## src/rtl/rfsh_pkg.sv

```systemverilog
package rfsh_pkg;

   typedef enum logic [1:0] {
      PH_PAUSE,
      PH_BURST,
      PH_RUN
   } init_phase_t;

   typedef enum logic [1:0] {
      SEQ_IDLE,
      SEQ_SETUP,
      SEQ_RASLO,
      SEQ_PRECH
   } seq_state_t;

   function automatic int unsigned max3(input int unsigned a, input int unsigned b,
                                        input int unsigned c);
      int unsigned m;
      m = (a > b) ? a : b;
      return (m > c) ? m : c;
   endfunction

   function automatic int unsigned bits_for(input int unsigned v);
      return (v > 1) ? $clog2(v) : 1;
   endfunction

endpackage

```

## src/rtl/rfsh_cycle_timer.sv

```systemverilog
module rfsh_cycle_timer
   import rfsh_pkg::*;
#(
   parameter int unsigned LIMIT       = 1560,
   parameter bit          AUTO_RELOAD = 1'b1
) (
   input  logic clk,
   input  logic rst_n,
   input  logic en,
   output logic expire
);
   localparam int unsigned W = bits_for(LIMIT);
   localparam logic [W-1:0] LAST = W'(LIMIT - 1);

   logic [W-1:0] cnt;

   assign expire = en && (cnt == LAST);

   generate
      if (AUTO_RELOAD) begin : g_periodic
         always_ff @(posedge clk or negedge rst_n) begin
            if (!rst_n)      cnt <= '0;
            else if (!en)    cnt <= '0;
            else if (expire) cnt <= '0;
            else             cnt <= cnt + 1'b1;
         end
      end else begin : g_oneshot
         always_ff @(posedge clk or negedge rst_n) begin
            if (!rst_n)                  cnt <= '0;
            else if (en && cnt != LAST)  cnt <= cnt + 1'b1;
         end
      end
   endgenerate

endmodule

```

## src/rtl/rfsh_debt_counter.sv

```systemverilog
module rfsh_debt_counter
   import rfsh_pkg::*;
#(
   parameter int unsigned MAX_DEBT  = 16,
   parameter int unsigned INIT_LOAD = 8
) (
   input  logic clk,
   input  logic rst_n,
   input  logic load,
   input  logic inc,
   input  logic dec,
   output logic nonzero
);
   localparam int unsigned CW = bits_for(MAX_DEBT + 1);
   localparam logic [CW-1:0] FULL = CW'(MAX_DEBT);

   logic [CW-1:0] count;
   logic          grow;

   assign grow    = inc && (count != FULL);
   assign nonzero = (count != '0);

   always_ff @(posedge clk or negedge rst_n) begin
      if (!rst_n) begin
         count <= '0;
      end else if (load) begin
         count <= CW'(INIT_LOAD);
      end else begin
         unique case ({grow, dec})
            2'b10:   count <= count + 1'b1;
            2'b01:   count <= count - 1'b1;
            default: count <= count;
         endcase
      end
   end

   // a refresh is only taken when one is owed
   assert_debt_no_underflow_R8: assert property (@(posedge clk) disable iff (!rst_n)
      dec |-> nonzero);

   // an owed refresh is never dropped at the ceiling
   assert_debt_no_loss_R8: assert property (@(posedge clk) disable iff (!rst_n)
      (inc && !dec && !load) |-> (count != FULL));

endmodule

```

## src/rtl/rfsh_cbr_seq.sv

```systemverilog
module rfsh_cbr_seq
   import rfsh_pkg::*;
#(
   parameter int unsigned CSR_CYC = 1,
   parameter int unsigned CHR_CYC = 1,
   parameter int unsigned RAS_CYC = 5,
   parameter int unsigned RP_CYC  = 3
) (
   input  logic clk,
   input  logic rst_n,
   input  logic go,
   output logic take,
   output logic busy,
   output logic ras_on,
   output logic cas_on
);
   localparam int unsigned LONGEST = max3(CSR_CYC, RAS_CYC, RP_CYC);
   localparam int unsigned PW      = bits_for(LONGEST + 1);
   localparam int unsigned HW      = bits_for(RP_CYC + CSR_CYC + 2) + 1;

   seq_state_t     st, st_nx;
   logic [PW-1:0]  pcnt;
   logic [PW-1:0]  plen_m1;
   logic           last;

   always_comb begin
      unique case (st)
         SEQ_SETUP: plen_m1 = PW'(CSR_CYC - 1);
         SEQ_RASLO: plen_m1 = PW'(RAS_CYC - 1);
         SEQ_PRECH: plen_m1 = PW'(RP_CYC - 1);
         default:   plen_m1 = '0;
      endcase
   end

   assign last = (pcnt == plen_m1);

   always_comb begin
      st_nx = st;
      take  = 1'b0;
      unique case (st)
         SEQ_IDLE: begin
            if (go) begin
               st_nx = SEQ_SETUP;
               take  = 1'b1;
            end
         end
         SEQ_SETUP: if (last) st_nx = SEQ_RASLO;
         SEQ_RASLO: if (last) st_nx = SEQ_PRECH;
         SEQ_PRECH: begin
            if (last) begin
               if (go) begin
                  st_nx = SEQ_SETUP;
                  take  = 1'b1;
               end else begin
                  st_nx = SEQ_IDLE;
               end
            end
         end
         default: st_nx = SEQ_IDLE;
      endcase
   end

   always_ff @(posedge clk or negedge rst_n) begin
      if (!rst_n) begin
         st   <= SEQ_IDLE;
         pcnt <= '0;
      end else begin
         st <= st_nx;
         if (st_nx != st || st == SEQ_IDLE) pcnt <= '0;
         else                              pcnt <= pcnt + 1'b1;
      end
   end

   assign busy   = (st != SEQ_IDLE);
   assign ras_on = (st == SEQ_RASLO);
   assign cas_on = (st == SEQ_SETUP) || ((st == SEQ_RASLO) && (pcnt < PW'(CHR_CYC)));

   // Checker counters: cycles spent with RAS low / high so far
   logic [PW:0]   chk_lo;
   logic [HW-1:0] chk_hi;

   always_ff @(posedge clk or negedge rst_n) begin
      if (!rst_n) begin
         chk_lo <= '0;
         chk_hi <= '1;
      end else begin
         chk_lo <= ras_on ? chk_lo + 1'b1 : '0;
         if (ras_on)            chk_hi <= '0;
         else if (chk_hi != '1) chk_hi <= chk_hi + 1'b1;
      end
   end

   // CAS already low in the cycle before RAS falls and while it falls
   assert_cas_leads_ras_R3: assert property (@(posedge clk) disable iff (!rst_n)
      $rose(ras_on) |-> (cas_on && $past(cas_on)));

   // CAS released only after its hold time below a low RAS
   assert_cas_hold_R3: assert property (@(posedge clk) disable iff (!rst_n)
      $fell(cas_on) |-> (ras_on && chk_lo >= (PW+1)'(CHR_CYC)));

   // RAS low phase has exactly its programmed width
   assert_ras_width_R5: assert property (@(posedge clk) disable iff (!rst_n)
      $fell(ras_on) |-> (chk_lo == (PW+1)'(RAS_CYC)));

   // RAS precharge respected before the next low phase
   assert_ras_precharge_R5: assert property (@(posedge clk) disable iff (!rst_n)
      $rose(ras_on) |-> (chk_hi >= HW'(RP_CYC)));

endmodule

```

## src/rtl/dram_refresh_sched.sv

```systemverilog
module dram_refresh_sched
   import rfsh_pkg::*;
#(
   parameter int unsigned PAUSE_CYC      = 20000,
   parameter int unsigned INIT_REFRESHES = 8,
   parameter int unsigned INTERVAL_CYC   = 1560,
   parameter int unsigned CSR_CYC        = 1,
   parameter int unsigned CHR_CYC        = 1,
   parameter int unsigned RAS_CYC        = 5,
   parameter int unsigned RP_CYC         = 3,
   parameter int unsigned RC_MIN_CYC     = 9,
   parameter int unsigned MAX_DEBT       = 16,
   parameter int unsigned NUM_RAS        = 2,
   parameter int unsigned NUM_CAS        = 4
) (
   input  logic               clk,
   input  logic               rst_n,
   input  logic               bus_gnt,
   output logic               bus_req,
   output logic               strobe_oe,
   output logic [NUM_RAS-1:0] ras_n,
   output logic [NUM_CAS-1:0] cas_n,
   output logic               we_n,
   output logic               mem_ready
);
   localparam int unsigned WINDOW_CYC = CSR_CYC + RAS_CYC + RP_CYC;

   // Elaboration-time parameter checks
   generate
      if (CSR_CYC < 1) begin : g_bad_csr
         $error("CSR_CYC must be at least 1");
      end
      if (CHR_CYC < 1 || CHR_CYC >= RAS_CYC) begin : g_bad_chr
         $error("CHR_CYC must be at least 1 and below RAS_CYC");
      end
      if (RP_CYC < 1) begin : g_bad_rp
         $error("RP_CYC must be at least 1");
      end
      if (WINDOW_CYC < RC_MIN_CYC) begin : g_bad_rc
         $error("refresh window shorter than RC_MIN_CYC");
      end
      if (INTERVAL_CYC <= WINDOW_CYC) begin : g_bad_ival
         $error("INTERVAL_CYC must exceed the refresh window");
      end
      if (MAX_DEBT < INIT_REFRESHES || INIT_REFRESHES < 1) begin : g_bad_debt
         $error("MAX_DEBT must cover INIT_REFRESHES, which must be nonzero");
      end
      if (PAUSE_CYC < 2 || NUM_RAS < 1 || NUM_CAS < 1) begin : g_bad_misc
         $error("PAUSE_CYC, NUM_RAS and NUM_CAS out of range");
      end
   endgenerate

   init_phase_t phase;
   logic        pause_done, ival_tick;
   logic        debt_nz, take, busy, ras_on, cas_on;
   logic        go;

   rfsh_cycle_timer #(.LIMIT(PAUSE_CYC), .AUTO_RELOAD(1'b0)) u_pause (
      .clk    (clk),
      .rst_n  (rst_n),
      .en     (phase == PH_PAUSE),
      .expire (pause_done)
   );

   rfsh_cycle_timer #(.LIMIT(INTERVAL_CYC), .AUTO_RELOAD(1'b1)) u_interval (
      .clk    (clk),
      .rst_n  (rst_n),
      .en     (phase == PH_RUN),
      .expire (ival_tick)
   );

   rfsh_debt_counter #(.MAX_DEBT(MAX_DEBT), .INIT_LOAD(INIT_REFRESHES)) u_debt (
      .clk     (clk),
      .rst_n   (rst_n),
      .load    (pause_done),
      .inc     (ival_tick),
      .dec     (take),
      .nonzero (debt_nz)
   );

   assign go = debt_nz && bus_gnt;

   rfsh_cbr_seq #(
      .CSR_CYC (CSR_CYC),
      .CHR_CYC (CHR_CYC),
      .RAS_CYC (RAS_CYC),
      .RP_CYC  (RP_CYC)
   ) u_seq (
      .clk    (clk),
      .rst_n  (rst_n),
      .go     (go),
      .take   (take),
      .busy   (busy),
      .ras_on (ras_on),
      .cas_on (cas_on)
   );

   always_ff @(posedge clk or negedge rst_n) begin
      if (!rst_n) begin
         phase <= PH_PAUSE;
      end else begin
         unique case (phase)
            PH_PAUSE: if (pause_done)          phase <= PH_BURST;
            PH_BURST: if (!debt_nz && !busy)   phase <= PH_RUN;
            default:                           phase <= PH_RUN;
         endcase
      end
   end

   assign bus_req   = debt_nz || busy;
   assign strobe_oe = busy;
   assign mem_ready = (phase == PH_RUN);
   assign we_n      = 1'b1;

   generate
      for (genvar i = 0; i < NUM_RAS; i++) begin : g_ras
         assign ras_n[i] = ~ras_on;
      end
      for (genvar j = 0; j < NUM_CAS; j++) begin : g_cas
         assign cas_n[j] = ~cas_on;
      end
   endgenerate

   // the bus is left alone for the whole settling pause
   assert_quiet_pause_R1: assert property (@(posedge clk) disable iff (!rst_n)
      (phase == PH_PAUSE) |-> (!bus_req && !strobe_oe && !mem_ready));

   // ready never drops once initialization has finished
   assert_ready_sticky_R2: assert property (@(posedge clk) disable iff (!rst_n)
      mem_ready |=> mem_ready);

   // strobes are only owned under a grant
   assert_owned_granted_R7: assert property (@(posedge clk) disable iff (!rst_n)
      strobe_oe |-> bus_gnt);

   // ownership always comes with an outstanding request
   assert_owned_requested_R7: assert property (@(posedge clk) disable iff (!rst_n)
      strobe_oe |-> bus_req);

endmodule

```

## config.mk

```make
export PLATFORM = sky130hd
export DESIGN_NAME = dram_refresh_sched
export DESIGN_NICKNAME = d
export VERILOG_FILES = /design/src/rtl/rfsh_pkg.sv /design/src/rtl/rfsh_cycle_timer.sv /design/src/rtl/rfsh_debt_counter.sv /design/src/rtl/rfsh_cbr_seq.sv /design/src/rtl/dram_refresh_sched.sv
export SDC_FILE = /design/constraint.sdc
export NUM_CORES = 1
export LEC_CHECK = 0
export BUFFER_PORTS_ARGS = -buffer_cell sky130_fd_sc_hd__buf_4
export CAP_MARGIN = 20
export CELL_PAD_IN_SITES_DETAIL_PLACEMENT = 0
export CELL_PAD_IN_SITES_GLOBAL_PLACEMENT = 1
export CORE_MARGIN = 2
export CORE_UTILIZATION = 48
export DETAILED_ROUTE_END_ITERATION = 8
export GPL_ROUTABILITY_DRIVEN = 0
export PLACE_DENSITY_LB_ADDON = 0.1
export SYNTH_ARGS = -nofsm -noshare
export SYNTH_HDL_FRONTEND = slang
export SYNTH_HIERARCHICAL = 1
export SYNTH_SLANG_ARGS = --single-unit
```

## constraint.sdc

```tcl
create_clock -name clk -period 3.6 [get_ports clk]
set_input_delay 0.72 -clock clk [delete_from_list [all_inputs] [get_ports clk]]
set_output_delay 0.72 -clock clk [all_outputs]
set_load 0.02 [all_outputs]
```

# ---- Yosys cells after proc, flatten, opt, wreduce, memory -nomap -nowiden
# Index checks and enable logic that the tools add are counted.
dict set report word_totals {
  reg_bits 38
  inputBits 3
  out_inout_bits 10
  elab_cells 65
}
dict set report classes {
  bitwise 2
  n_mux 18
  n_eq_ne 15
  order_cmp 1
  n_reduce_logical 18
  n_addsub 5
}
# op n
set op_table {}
lappend op_table {{$mux 11} 2}
lappend op_table {{$add 15x1->15 const B} 1}
lappend op_table {{$eq 15x15->1 const B} 1}
lappend op_table {{$ne 15x15->1 const B} 1}
lappend op_table {{$mux 2} 6}
lappend op_table {{$add 11x1->11 const B} 1}
lappend op_table {{$eq 11x11->1 const B} 1}
lappend op_table {{$pmux 5 s2} 1}
lappend op_table {{$eq 2x2->1 const B} 4}
lappend op_table {{$pmux 2 s4} 1}
lappend op_table {{$logic_and 1x1->1} 7}
lappend op_table {{$eq 2x1->1 const B} 3}
lappend op_table {{$pmux 3 s2} 1}
lappend op_table {{$add 5x1->5 const B} 1}
lappend op_table {{$mux 5} 1}
lappend op_table {{$ne 5x5->1 const B} 1}
lappend op_table {{$reduce_bool 5->1} 1}
lappend op_table {{$sub 5x1->5 const B} 1}
lappend op_table {{$logic_not 2->1} 2}
lappend op_table {{$ne 2x2->1 const B} 2}
lappend op_table {{$pmux 2 s2} 1}
lappend op_table {{$add 3x1->3 const B} 1}
lappend op_table {{$eq 3x3->1} 1}
lappend op_table {{$logic_or 1x1->1} 3}
lappend op_table {{10 further kinds} 14}

# ---- Logic depth before layout (Yosys ltp)
dict set report logic_depth {
  word_depth 8
  mapped_depth 13
  ltp_nobuf 12
}

# ---- Cells and area by module
# The synthesis kept the hierarchy.
# mod cells_per_inst seq_area_each_um2 area_per_inst_um2 instances
set modules_own_cells {}
lappend modules_own_cells {{rfsh_cycle_timer (u_pause)} 60 375.4 713.2 1}
lappend modules_own_cells {{rfsh_cycle_timer (u_interval)} 53 275.3 576.8 1}
lappend modules_own_cells {rfsh_cbr_seq 52 125.1 481.7 1}
lappend modules_own_cells {rfsh_debt_counter 50 125.1 474.2 1}
lappend modules_own_cells {dram_refresh_sched 18 50.0 151.4 1}

# ---- Least setup slack after synthesis
# No wires, ideal clock.
dict set report synth_path {
  path_kind {flip-flop to flip-flop}
  startpoint {reg u_seq.st[0]}
  endpoint {reg u_debt.count[4]}
  t_arrival_ns 2.618
  t_required_ns 3.472
  setup_slack_ns 0.854
  stages_incl_launch_ff 14
  setup_ns 0.128
  synth_period_minus_slack_ns 2.746
  n_path_buf 1
  path_cell_list {dfrtp_1 > inv_1 > ha_1 > xnor2_1 > a41o_2 > and3b_1 > buf_2 > a21oi_1 > a31oi_1 > ha_1 > nor3b_1 > nand2_1 > o21ai_1 > mux2_1}
}
dict set report synth_between {
  elab_chain_len 8
  word_cells_on_any_way 12
  classes_between {eq/ne (5); mux (5); reduce/logical (2)}
}
# element line_no
set synth_rtl {}
lappend synth_rtl {{start: declaration} rfsh_cbr_seq.sv:21} ;# seq_state_t st, st_nx;
lappend synth_rtl {{start signal: assignment} rfsh_cbr_seq.sv:68} ;# st <= st_nx;
lappend synth_rtl {{$eq 2x2->1 (*)} -}
lappend synth_rtl {{via ras_on} dram_refresh_sched.sv:55} ;# logic debt_nz, take, busy, ras_on, cas_on;
lappend synth_rtl {{$pmux 3 s2 (*)} rfsh_cbr_seq.sv:27} ;# unique case (st)
lappend synth_rtl {{$eq 3x3->1 (*)} rfsh_cbr_seq.sv:35} ;# assign last = (pcnt == plen_m1);
lappend synth_rtl {{$mux 1 (*)} rfsh_cbr_seq.sv:50} ;# if (last) begin
lappend synth_rtl {{$pmux 1 s2 (*)} rfsh_cbr_seq.sv:40} ;# unique case (st)
lappend synth_rtl {{via take} dram_refresh_sched.sv:55}
lappend synth_rtl {{$eq 2x1->1 or $eq 2x2->1 (tied branches)} rfsh_debt_counter.sv:29} ;# unique case ({grow, dec})
lappend synth_rtl {{$pmux 5 s2} rfsh_debt_counter.sv:29}
lappend synth_rtl {{$mux 5} rfsh_debt_counter.sv:26} ;# end else if (load) begin
lappend synth_rtl {{end signal: assignment} rfsh_debt_counter.sv:27} ;# count <= CW'(INIT_LOAD);
lappend synth_rtl {{end signal: assignment} rfsh_debt_counter.sv:30} ;# 2'b10: count <= count + 1'b1;
lappend synth_rtl {{end signal: assignment} rfsh_debt_counter.sv:31} ;# 2'b01: count <= count - 1'b1;
lappend synth_rtl {{end: declaration} rfsh_debt_counter.sv:17} ;# logic [CW-1:0] count;
# The timed path passes the listed nets; every way through them passes the cells marked *.
# A chain may end at the register's enable or synchronous reset.

# ---- Worst setup path after layout
# Same ends and word-level chain as after synthesis.

==> impl_metrics.csv <==
group,metric,value,unit
synthesis,syn_area,2400,µm²
floorplan,core.rowCount,25,
power_and_ir_drop,p_leak,1.08,nW
synthesis,synthTopCellsByArea,"dfrtp_1 (40%), xnor2_1 (4.4%), ha_1 (4.2%)",
cells_and_area,fin_area,2600,µm²
global_route,grt_use_met3,4.28,%
cells_and_area,layout-drive-gt1-share,17.0,%
floorplan,die_w,74.7,µm
detailed_routing,viasPerCell,5.71,
critical_path,worstSetupStartpointType,"register",
critical_path,max_stage_delay,0.42,ns
clock_network,cts.sinks,38,
cells_and_area,syn2layout_area_growth,8.30,%
critical_path,slowest_stage,"dfrtp_1",
timing,slew_headroom,54.7,%
synthesis,synth_seq_area_share,39.7,%
detailed_routing,drtIter0Drc,131,
timing,timing.final.hold_violations,0,
power_and_ir_drop,peakVddDrop,0.440,mV
critical_path,critical_path_class,"reg -> reg",
synthesis,ys_warn_count,6,
clock_network,cts_tree,"built",
synthesis,synthArstFlopShare,100,%
detailed_routing,first_pass_iters,4,
global_route,grt_pass1_wl,7700,µm
synthesis,syn_inst,233,
detailed_routing,route.detailed.drc,0,
synthesis,yosys.cell_types.count,66,
clock_network,cts-root-buf,"clkbuf_8",
global_route,grt_pass1_vias,1693,
timing,period_needed,2.99,ns
placement,io_buffers,11,
synthesis,synth_edf_count,0,
clock_network,clock_path_buffers,2,
cells_and_area,nets,251,
synthesis,yosysTopAreaCellShare,39.7,%
cells_and_area,diodes,0,
cells_and_area,final_common_cell,"dfrtp_1",
critical_path,crit_fanout,11,
floorplan,die_height,74.7,µm
timing,finalClockSkew,0.00617,ns
global_route,grt_use_total,17.9,%
run,drv_cap,0,
critical_path,required,3.77,ns
floorplan,num_io_pins,13,
timing,fin_crit_sh,83.0,%
clock_network,postCtsSetupBuffers,0,
global_route,use_met1,23.5,%
synthesis,synth_fp_nets,244,
critical_path,end_kind,"register",
timing,setup_viol,0,
clock_network,clkTransAtPathRegs,0.08,ns
synthesis,ys_ff_latch,38,
detailed_routing,vias,1760,
placement,place_ws,0.651,ns
global_route,grt_util_met2,29.0,%
synthesis,synth_top_area_cell,"dfrtp_1",
synthesis,avgSynthCellArea,10.3,µm²
clock_network,cts_resized,0,
timing,fin_setup_tns,0,ns
hold_path,hp-class,"in -> async",
outcome,status,"complete, no violations",
global_route,grt_start_max_net_pins,39,
power_and_ir_drop,powerDensity,611,nW/µm²
synthesis,ys.flop_type,"dfrtp_1",
critical_path,crit_path_cell_trace,"inv_1, ha_1, xnor2_1, a41o_2, and3b_1, a31oi_1, ha_1, nor3b_1, nand2_1, o21ai_1, mux2_1",
placement,dp_hpwl,3180,µm
clock_network,cts_buffers,5,
clock_network,clk-insertion-delay-late,0.29,ns
cells_and_area,layout_common_cells,"dfrtp_1 (38), nand2_1 (18), nor2_1 (14), inv_1 (14), xnor2_1 (12)",
timing,rsz0062_at_grt,"false",
floorplan,dieArea,5580,µm²
placement,post_dp_cell_area,2490,µm²
critical_path,cp_common_cell,"ha_1",
critical_path,r2r_cells,11,
global_route,overflow,0,
timing,finalWorstSetupSlack,0.611,ns
timing,fmaxAchievable,335,MHz
critical_path,arrival,3.16,ns
floorplan,coreArea,4750,µm²
detailed_routing,wl_per_cell,14.3,µm
floorplan,initial_utilization,50.4,%
detailed_routing,wirelength,4390,µm
clock_network,cts_hold_buf,0,
clock_network,htreeDepth,2,
detailed_routing,ant_nets,0,
timing,maxSlewViolCount,0,
global_route,grt_most_used_layer,"met2",
global_route,antenna_found_initial,0,
timing,worst_pin_slew,0.677,ns
power_and_ir_drop,p_total,0.00159,W
## power breakdown
group          switching, W  internal, W
sequential         0.000107     0.000477
combinational      0.000353     0.000297
clock              0.000149     0.000204
total              0.000609     0.000978
## final timing paths
| check | startpoint | end | slack (ns) |
|---|---|---|---|
| min reg2reg | u_pause/cnt[14]$_DFFE_PN0P_ | u_pause/cnt[14]$_DFFE_PN0P_ | 0.47 |
| max | u_seq/st[0]$_DFF_PN0_ | u_debt/count[4]$_DFFE_PN0P_ | 0.61 |
| min in group clk | u_pause/cnt[14]$_DFFE_PN0P_ | u_pause/cnt[14]$_DFFE_PN0P_ | 0.47 |
| max in group asynchronous | rst_n | u_pause/cnt[2]$_DFFE_PN0P_ | 2.88 |
| max reg2reg | u_seq/st[0]$_DFF_PN0_ | u_debt/count[4]$_DFFE_PN0P_ | 0.61 |
| min | rst_n | u_interval/cnt[6]$_DFF_PN0_ | 0.38 |
## area by class of cell
type	instances	area (µm²)
Sequential cell	38	951
Timing Repair Buffer	11	82.6
Multi-Input combinational cell	170	1320
Tap cell	67	83.8
Clock buffer	5	68.8
Clock inverter	3	40.0
Fill cell	442	2160
Inverter	14	52.6
## flip-flops by register name (all words and copies together), names as in the netlist
| name | cells |
|---|---|
| phase | 2 |
| u_debt/count | 5 |
| u_interval/cnt | 11 |
| u_pause/cnt | 15 |
| u_seq/pcnt | 3 |
| u_seq/st | 2 |
## cells by family after synthesis
kind of cell / count (synthesis) / synth area share (%)
fa+ha+maj: 8 / 4.18
mux: 5 / 2.24
xor+xnor: 20 / 8.19
other cells: 1 / 0.156
flops: 38 / 39.7
simple gates: 98 / 26.7
compound gates: 38 / 13.5
buf+inv: 25 / 5.38
## stage by stage
stage / cells / hold WS (ns) / util (%)
finish: 308 / 0.381 / 54.6
global route: 308 / 0.416 / 54.6
CTS: 308 / 0.401 / 54.6
detailed placement: 300 / 0.461 / 52.3
global placement: 300 / 0.458 / 52.3
floorplan: 233 / 0.424 / -
## cells in the mapped netlist (2+ instances only)
library cell,n
a2111oi_0,2
a21oi_1,10
a31oi_1,2
and2_1,4
and2b_2,2
and4_1,2
and4_4,2
buf_2,4
buf_4,6
dfrtp_1,38
ha_1,8
inv_1,14
mux2_1,3
mux2i_1,2
nand2_1,18
nand2b_1,5
nand3_1,6
nand4_1,9
nor2_1,14
nor3_1,5
nor3_2,2
nor3b_1,2
nor4_1,2
nor4b_2,2
o21ai_0,3
o311ai_0,2
o31ai_1,3
o41ai_1,3
or2_2,2
or3_2,2
or4_1,3
xnor2_1,12
xor2_1,6
## per-layer routing
metal,vias up,part of all wire (%)
li1,864,-
met1,845,46
met2,45,49
met3,6,4.1
met4,0,1.0
met5,-,0
## worst max-delay path, delay by kind of cell, from the launching register on
family	cells	cell delay, ns
xor+xnor	1	0.30
fa+ha+maj	2	0.53
compound gates	3	0.51
mux	1	0.33
flops	1	0.42
buf+inv	1	0.10
simple gates	3	0.69
Note: power is estimated with default switching activity, not from simulation.
